### src/rtl/dpca_pkg.sv
// Shared types for the dual-port collision arbiter.
// Assumes: exactly two ports, index 0 = left, index 1 = right.
package dpca_pkg;

    localparam int NUM_PORTS = 2;
    localparam int PORT_L    = 0;
    localparam int PORT_R    = 1;

    // Which port currently holds the grant on a colliding address.
    typedef enum logic [1:0] {
        OWN_NONE  = 2'd0,
        OWN_LEFT  = 2'd1,
        OWN_RIGHT = 2'd2
    } owner_e;

endpackage

### src/rtl/dpca_port_tracker.sv
// Per-port arrival tracker.
// Remembers the select and address seen at the previous edge and reports
// whether the port is "settled": selected now, and selected on the same
// address at the previous edge.
// Assumes: en is the active-high form of the port select.
module dpca_port_tracker #(
    parameter int ADDR_W = 10
) (
    input  logic              clk,
    input  logic              rst_n,
    input  logic              en,
    input  logic [ADDR_W-1:0] addr,
    output logic              settled
);

    logic              prev_en_q;
    logic [ADDR_W-1:0] prev_addr_q;

    // Capture this cycle's select and address for next cycle's comparison.
    always_ff @(posedge clk) begin
        if (!rst_n) begin
            prev_en_q   <= 1'b0;
            prev_addr_q <= '0;
        end else begin
            prev_en_q   <= en;
            prev_addr_q <= addr;
        end
    end

    // Settled when unchanged and selected across two consecutive samples.
    always_comb begin
        settled = en && prev_en_q && (prev_addr_q == addr);
    end

endmodule

### src/rtl/dpca_grant_fsm.sv
// Grant holder for a collision.
// Keeps the current owner while the collision continues. On a fresh
// collision it grants the settled port, and the left port when the order
// is undecided.
// Assumes: collide is the same-cycle collision condition of both ports.
module dpca_grant_fsm
    import dpca_pkg::*;
(
    input  logic   clk,
    input  logic   rst_n,
    input  logic   collide,
    input  logic   settled_l,
    input  logic   settled_r,
    output owner_e owner_d
);

    owner_e owner_q;

    // Next owner: clear off collision, hold while owned, else decide by arrival.
    always_comb begin
        if (!collide) begin
            owner_d = OWN_NONE;
        end else if (owner_q != OWN_NONE) begin
            owner_d = owner_q;
        end else if (settled_r && !settled_l) begin
            owner_d = OWN_RIGHT;
        end else begin
            owner_d = OWN_LEFT;
        end
    end

    // Owner register.
    always_ff @(posedge clk) begin
        if (!rst_n) begin
            owner_q <= OWN_NONE;
        end else begin
            owner_q <= owner_d;
        end
    end

endmodule

### src/rtl/dpca_out_stage.sv
// Output register stage.
// Turns the next owner and the write requests into registered busy flags
// (active low) and write permissions (active high).
// Assumes: owner_d is OWN_NONE whenever there is no collision.
module dpca_out_stage
    import dpca_pkg::*;
(
    input  logic   clk,
    input  logic   rst_n,
    input  owner_e owner_d,
    input  logic   wreq_l,
    input  logic   wreq_r,
    output logic   busy_l_n,
    output logic   busy_r_n,
    output logic   wr_ok_l,
    output logic   wr_ok_r
);

    logic lose_l;
    logic lose_r;

    // A port loses when the other port owns the collision.
    always_comb begin
        lose_l = (owner_d == OWN_RIGHT);
        lose_r = (owner_d == OWN_LEFT);
    end

    // Register busy flags and gated write permissions.
    always_ff @(posedge clk) begin
        if (!rst_n) begin
            busy_l_n <= 1'b1;
            busy_r_n <= 1'b1;
            wr_ok_l  <= 1'b0;
            wr_ok_r  <= 1'b0;
        end else begin
            busy_l_n <= !lose_l;
            busy_r_n <= !lose_r;
            wr_ok_l  <= wreq_l && !lose_l;
            wr_ok_r  <= wreq_r && !lose_r;
        end
    end

endmodule

### src/rtl/dp_collision_arbiter.sv
// Dual-port address collision arbiter (top).
// Detects both ports selected on the same address, grants the earlier
// port and flags the later one busy, withholding its write permission.
// Assumes: active-low selects and write lines, one clock, sync reset.
module dp_collision_arbiter
    import dpca_pkg::*;
#(
    parameter int ADDR_W = 10
) (
    input  logic              clk,
    input  logic              rst_n,
    input  logic              ce_l_n,
    input  logic              we_l_n,
    input  logic [ADDR_W-1:0] addr_l,
    input  logic              ce_r_n,
    input  logic              we_r_n,
    input  logic [ADDR_W-1:0] addr_r,
    output logic              busy_l_n,
    output logic              busy_r_n,
    output logic              wr_ok_l,
    output logic              wr_ok_r
);

    logic [NUM_PORTS-1:0] en;
    logic [NUM_PORTS-1:0] settled;
    logic [ADDR_W-1:0]    addr_v [NUM_PORTS];
    logic                 collide;
    logic                 wreq_l;
    logic                 wreq_r;
    owner_e               owner_d;

    // Active-high views of each port's select and write request.
    always_comb begin
        en[PORT_L]     = !ce_l_n;
        en[PORT_R]     = !ce_r_n;
        addr_v[PORT_L] = addr_l;
        addr_v[PORT_R] = addr_r;
        wreq_l         = !ce_l_n && !we_l_n;
        wreq_r         = !ce_r_n && !we_r_n;
    end

    // Collision: both selected on the same address.
    always_comb begin
        collide = en[PORT_L] && en[PORT_R] && (addr_l == addr_r);
    end

    // One arrival tracker per port.
    for (genvar p = 0; p < NUM_PORTS; p++) begin : g_port
        dpca_port_tracker #(
            .ADDR_W (ADDR_W)
        ) i_trk (
            .clk     (clk),
            .rst_n   (rst_n),
            .en      (en[p]),
            .addr    (addr_v[p]),
            .settled (settled[p])
        );
    end

    dpca_grant_fsm i_grant (
        .clk       (clk),
        .rst_n     (rst_n),
        .collide   (collide),
        .settled_l (settled[PORT_L]),
        .settled_r (settled[PORT_R]),
        .owner_d   (owner_d)
    );

    dpca_out_stage i_out (
        .clk      (clk),
        .rst_n    (rst_n),
        .owner_d  (owner_d),
        .wreq_l   (wreq_l),
        .wreq_r   (wreq_r),
        .busy_l_n (busy_l_n),
        .busy_r_n (busy_r_n),
        .wr_ok_l  (wr_ok_l),
        .wr_ok_r  (wr_ok_r)
    );

endmodule

### config.mk
export PLATFORM = sky130hd
export DESIGN_NAME = dp_collision_arbiter
export DESIGN_NICKNAME = d
export VERILOG_FILES = /design/src/rtl/dpca_pkg.sv /design/src/rtl/dpca_port_tracker.sv /design/src/rtl/dpca_grant_fsm.sv /design/src/rtl/dpca_out_stage.sv /design/src/rtl/dp_collision_arbiter.sv
export SDC_FILE = /design/constraint.sdc
export NUM_CORES = 1
export LEC_CHECK = 0
export BUFFER_PORTS_ARGS = -buffer_cell sky130_fd_sc_hd__buf_4
export CAP_MARGIN = 20
export CORE_ASPECT_RATIO = 1.25
export CORE_MARGIN = 10
export CORE_UTILIZATION = 51
export CTS_CLUSTER_DIAMETER = 60
export DETAILED_ROUTE_END_ITERATION = 10
export HOLD_SLACK_MARGIN = 0.15
export PLACE_DENSITY_LB_ADDON = 0.3
export SLEW_MARGIN = 20
export SYNTH_ARGS = -nofsm -noshare
export SYNTH_HDL_FRONTEND = slang
export SYNTH_HIERARCHICAL = 1
export SYNTH_SLANG_ARGS = --single-unit
### constraint.sdc
create_clock -name clk -period 1.91 [get_ports clk]
set_input_delay 0.191 -clock clk [delete_from_list [all_inputs] [get_ports clk]]
set_output_delay 0.191 -clock clk [all_outputs]
set_load 0.03 [all_outputs]
==> metrics.md <==
| Metric | Value |
|---|---|
| Post-synthesis compound-gate area fraction | `2.444%` |
| Starting density of the core | `53.25%` |
| Fmax | `0.5355 GHz` |
| Required time worst endpoint | `2.18 ns` |
| Pwr Total | `0.001069 W` |
| First-pass GRT wire length | `4643 um` |
| Multiplexer share of the synthesized area | `0%` |
| Antenna viol nets, final | `0` |
| Area growth syn-to-layout | `44.53%` |
| Max incr delay on CP | `0.55 ns` |
| Mapped Nets | `142` |
| Largest family of logic cells by synthesized area | `simple AND/OR/NAND/NOR gates` |
| Vias in the first global route | `1,056` |
| Die W | `62.98 um` |
| Initial antenna violation count | `0` |
| Setup crit end kind | `register` |
| # IOs | `30` |
| Iteration-0 DRC Markers | `22` |
| Synth top area share | `47.61%` |
| Die height | `73.72 um` |
| Critical path class | `in2reg` |
| Largest area contributor in the netlist | `dfxtp_1` |
| Via count | `924` |
| IO buf count | `29` |
| XOR/XNOR share of the synthesized area | `22.32%` |
| CP Buf/Inv Count | `2` |
| Hold Violations, Final | `0` |
| Pre-CTS setup slack | `0.1606 ns` |
| Latest clock arrival within the worst-skew pair | `0.32 ns` |
| Nets@finish | `189` |
| Core Area | `2211 um2` |
| Measured slew at the worst slew-check pin | `0.2508 ns` |
| Post-route DRC | `0` |
| Post-synth EDFFs | `0` |
| Metal1 wirelength | `1027 um` |
| Post-Syn Area | `1177 um2` |
| Total negative setup slack | `0 ns` |
| Max_slew headroom | `83.16%` |
| GRT Residual Overflow | `0` |
| Root buffer cell | `clkbuf_4` |
| Largest net degree at the start of global routing | `28` |
| Worst Setup SP | `addr_l[6]` |
| # diodes | `0` |
| H-tree Lvls | `1` |
| Clk slew on worst S/H paths | `0.14 ns` |
| Commonest cells in the synthesized netlist | `30 x xnor2_1, 28 x dfxtp_1, 21 x and2_1` |
| Detailed Place HPWL | `1854 um` |
| Status | `finished clean` |
| Critical R2R Launch | `g_port[1].i_trk/prev_addr_q[7]$_SDFF_PN0_` |
| Critical Path Fanout Max | `4` |
| Longest Clk Path Bufs | `2` |
| Drt pass-1 iters | `4` |
| Synth top area cells | `dfxtp_1 48%, xnor2_1 22%, and2_1 11%` |
| Top FF cell, synth | `dfxtp_1` |
| YS warnings | `6` |
| Final critical-path required period | `1.867 ns` |
| Leak | `0.7028 nW` |
| Final setup vio count | `0` |
| CTS tree | `yes` |
| Syn Inst Count | `116` |
| Tcrit/Tclk final | `97.77%` |
| Share of cells above drive strength 1 | `25.47%` |
| Simple-Gate Fraction of Synth Area | `25.72%` |
| Top delay family on crit path | `simple AND/OR/NAND/NOR gates` |
| Final Skew | `0.004897 ns` |
| Placer Congestion | `0.7407` |
| Uppermost layer routed | `met4` |
| Worst hold path class | `in2reg` |
| Final worst slack | `0.04260 ns` |
| Max_cap viols | `0` |
| CP arrival | `2.14 ns` |
| WL per Instance | `14.38 um` |
| Vias per cell | `4.813` |
| Met2 wire len | `1599 um` |
| Hold path start | `ce_r_n` |
| Count leader, synth | `xnor2_1` |
| Critical path's slowest cell | `dlygate4sd3_1` |
| Avg Synthesized Cell Area | `10.15 um2` |
| Row cnt | `19` |
| Cell variety after synth | `19` |
| Metal3 WL | `109 um` |
| Cts bufs inserted | `3` |
| Postcts setup bufs | `0` |
| Synth async-reset ratio | `0%` |
| Full die area | `4643 um2` |
| Total Routing Usage GR | `12.37%` |
| Slew Viols, Final | `0` |
| VDD IR max | `0.5133 mV` |
| Final wirelength | `2760 um` |
| CP cell instances | `dlygate4sd3_1, buf_4, xnor2_1, nand3_1, nor4_4, nor2b_4, o21ai_2, and2_1, o211a_1` |
| Sequential share of the synthesized area | `47.61%` |
| PwrDens | `628.2 nW/um2` |
| # clock sinks | `28` |
| Adder-cell share of the synthesized area | `0%` |
| Startpoint Class | `primary input` |
| Post-synthesis register bit count | `28` |
worst register-to-register path, delay by kind of cell, from the launching register on:
family | cells | cell delay (ns)
simple gates | 4 | 0.74
flops | 1 | 0.38
compound gates | 2 | 0.30
xor+xnor | 1 | 0.11
buf+inv | 1 | 0.09
flip-flops by register name, indices dropped and copies added (netlist names):
| signal | cells |
|---|---|
| i_out/wr_ok_l | 1 |
| g_port.i_trk/prev_addr_q | 20 |
| g_port.i_trk/prev_en_q | 2 |
| i_grant/owner_q | 2 |
| i_out/busy_l_n | 1 |
| i_out/busy_r_n | 1 |
| i_out/wr_ok_r | 1 |
report_power, final:
group | switching (W) | leakage [nW] | internal (W)
Clock | 0.000162 | 0.0138 | 0.0000740
Sequential | 0.0000125 | 0.232 | 0.000611
Combinational | 0.0000831 | 0.457 | 0.000127
path summary, 6_finish.rpt:
check,to,slack (ns),cells past startpoint
setup / recovery,i_out/wr_ok_l$_SDFF_PN0_,0.04,9
hold / removal,g_port[1].i_trk/prev_en_q$_SDFF_PN0_,0.17,3
setup reg to reg,i_out/wr_ok_l$_SDFF_PN0_,0.20,8
hold reg to reg,i_grant/owner_q[1]$_SDFF_PN0_,0.58,2
metrics by stage:
| stage | area (um2) | utilization (%) | hold slack [ns] | std cells |
|---|---|---|---|---|
| 5_1_grt | 1702 | 76.97 | 0.1536 | 192 |
| 3_5_place_dp | 1426 | 64.52 | 0.4330 | 174 |
| 3_3_place_gp | 1426 | 64.52 | 0.4264 | 174 |
| 4_1_cts | 1679 | 75.95 | 0.1574 | 200 |
| 2_1_floorplan | 1177 | - | 0.2743 | 116 |
| 6_report | 1702 | 76.97 | 0.1701 | 192 |
cells in the final DEF, fill, tap and decap left out, types with 2 or more instances in the layout:
| cell | count |
|---|---|
| and2_2 | 2 |
| dlymetal6s4s_1 | 4 |
| nand3_1 | 6 |
| nor2_1 | 4 |
| and2_1 | 21 |
| nand2_1 | 4 |
| clkbuf_4 | 3 |
| dlygate4sd3_1 | 19 |
| nand4_1 | 4 |
| inv_1 | 4 |
| buf_4 | 21 |
| dfxtp_1 | 28 |
| xnor2_1 | 22 |
| xnor2_2 | 8 |
layer usage:
metal / vias to the layer above / global-route usage [%]
li1: 463 / -
met1: 436 / 11.29
met2: 23 / 25.65
met3: 2 / 2.888
met4: 0 / 4.478
met5: - / 0
kinds of logic after synthesis:
| group | Yosys count |
|---|---|
| compound gates | 4 |
| xor+xnor | 30 |
| buf+inv | 6 |
| flops | 28 |
| simple gates | 48 |
repair_timing:
action	in CTS	in global routing
resized for setup	0	14
hold buffers	23	0
endpoints found under the setup margin	0	3
hold endpoints to repair	22	0
layout make-up:
class	instances	area [um2]
Clock buffer	3	22.52
Fill cell	168	509.2
Inverter	4	15.01
Multi-Input combinational cell	82	666.9
Sequential cell	28	560.5
Tap cell	31	38.79
Timing Repair Buffer	44	397.9
(Power assumes the default switching activity.)
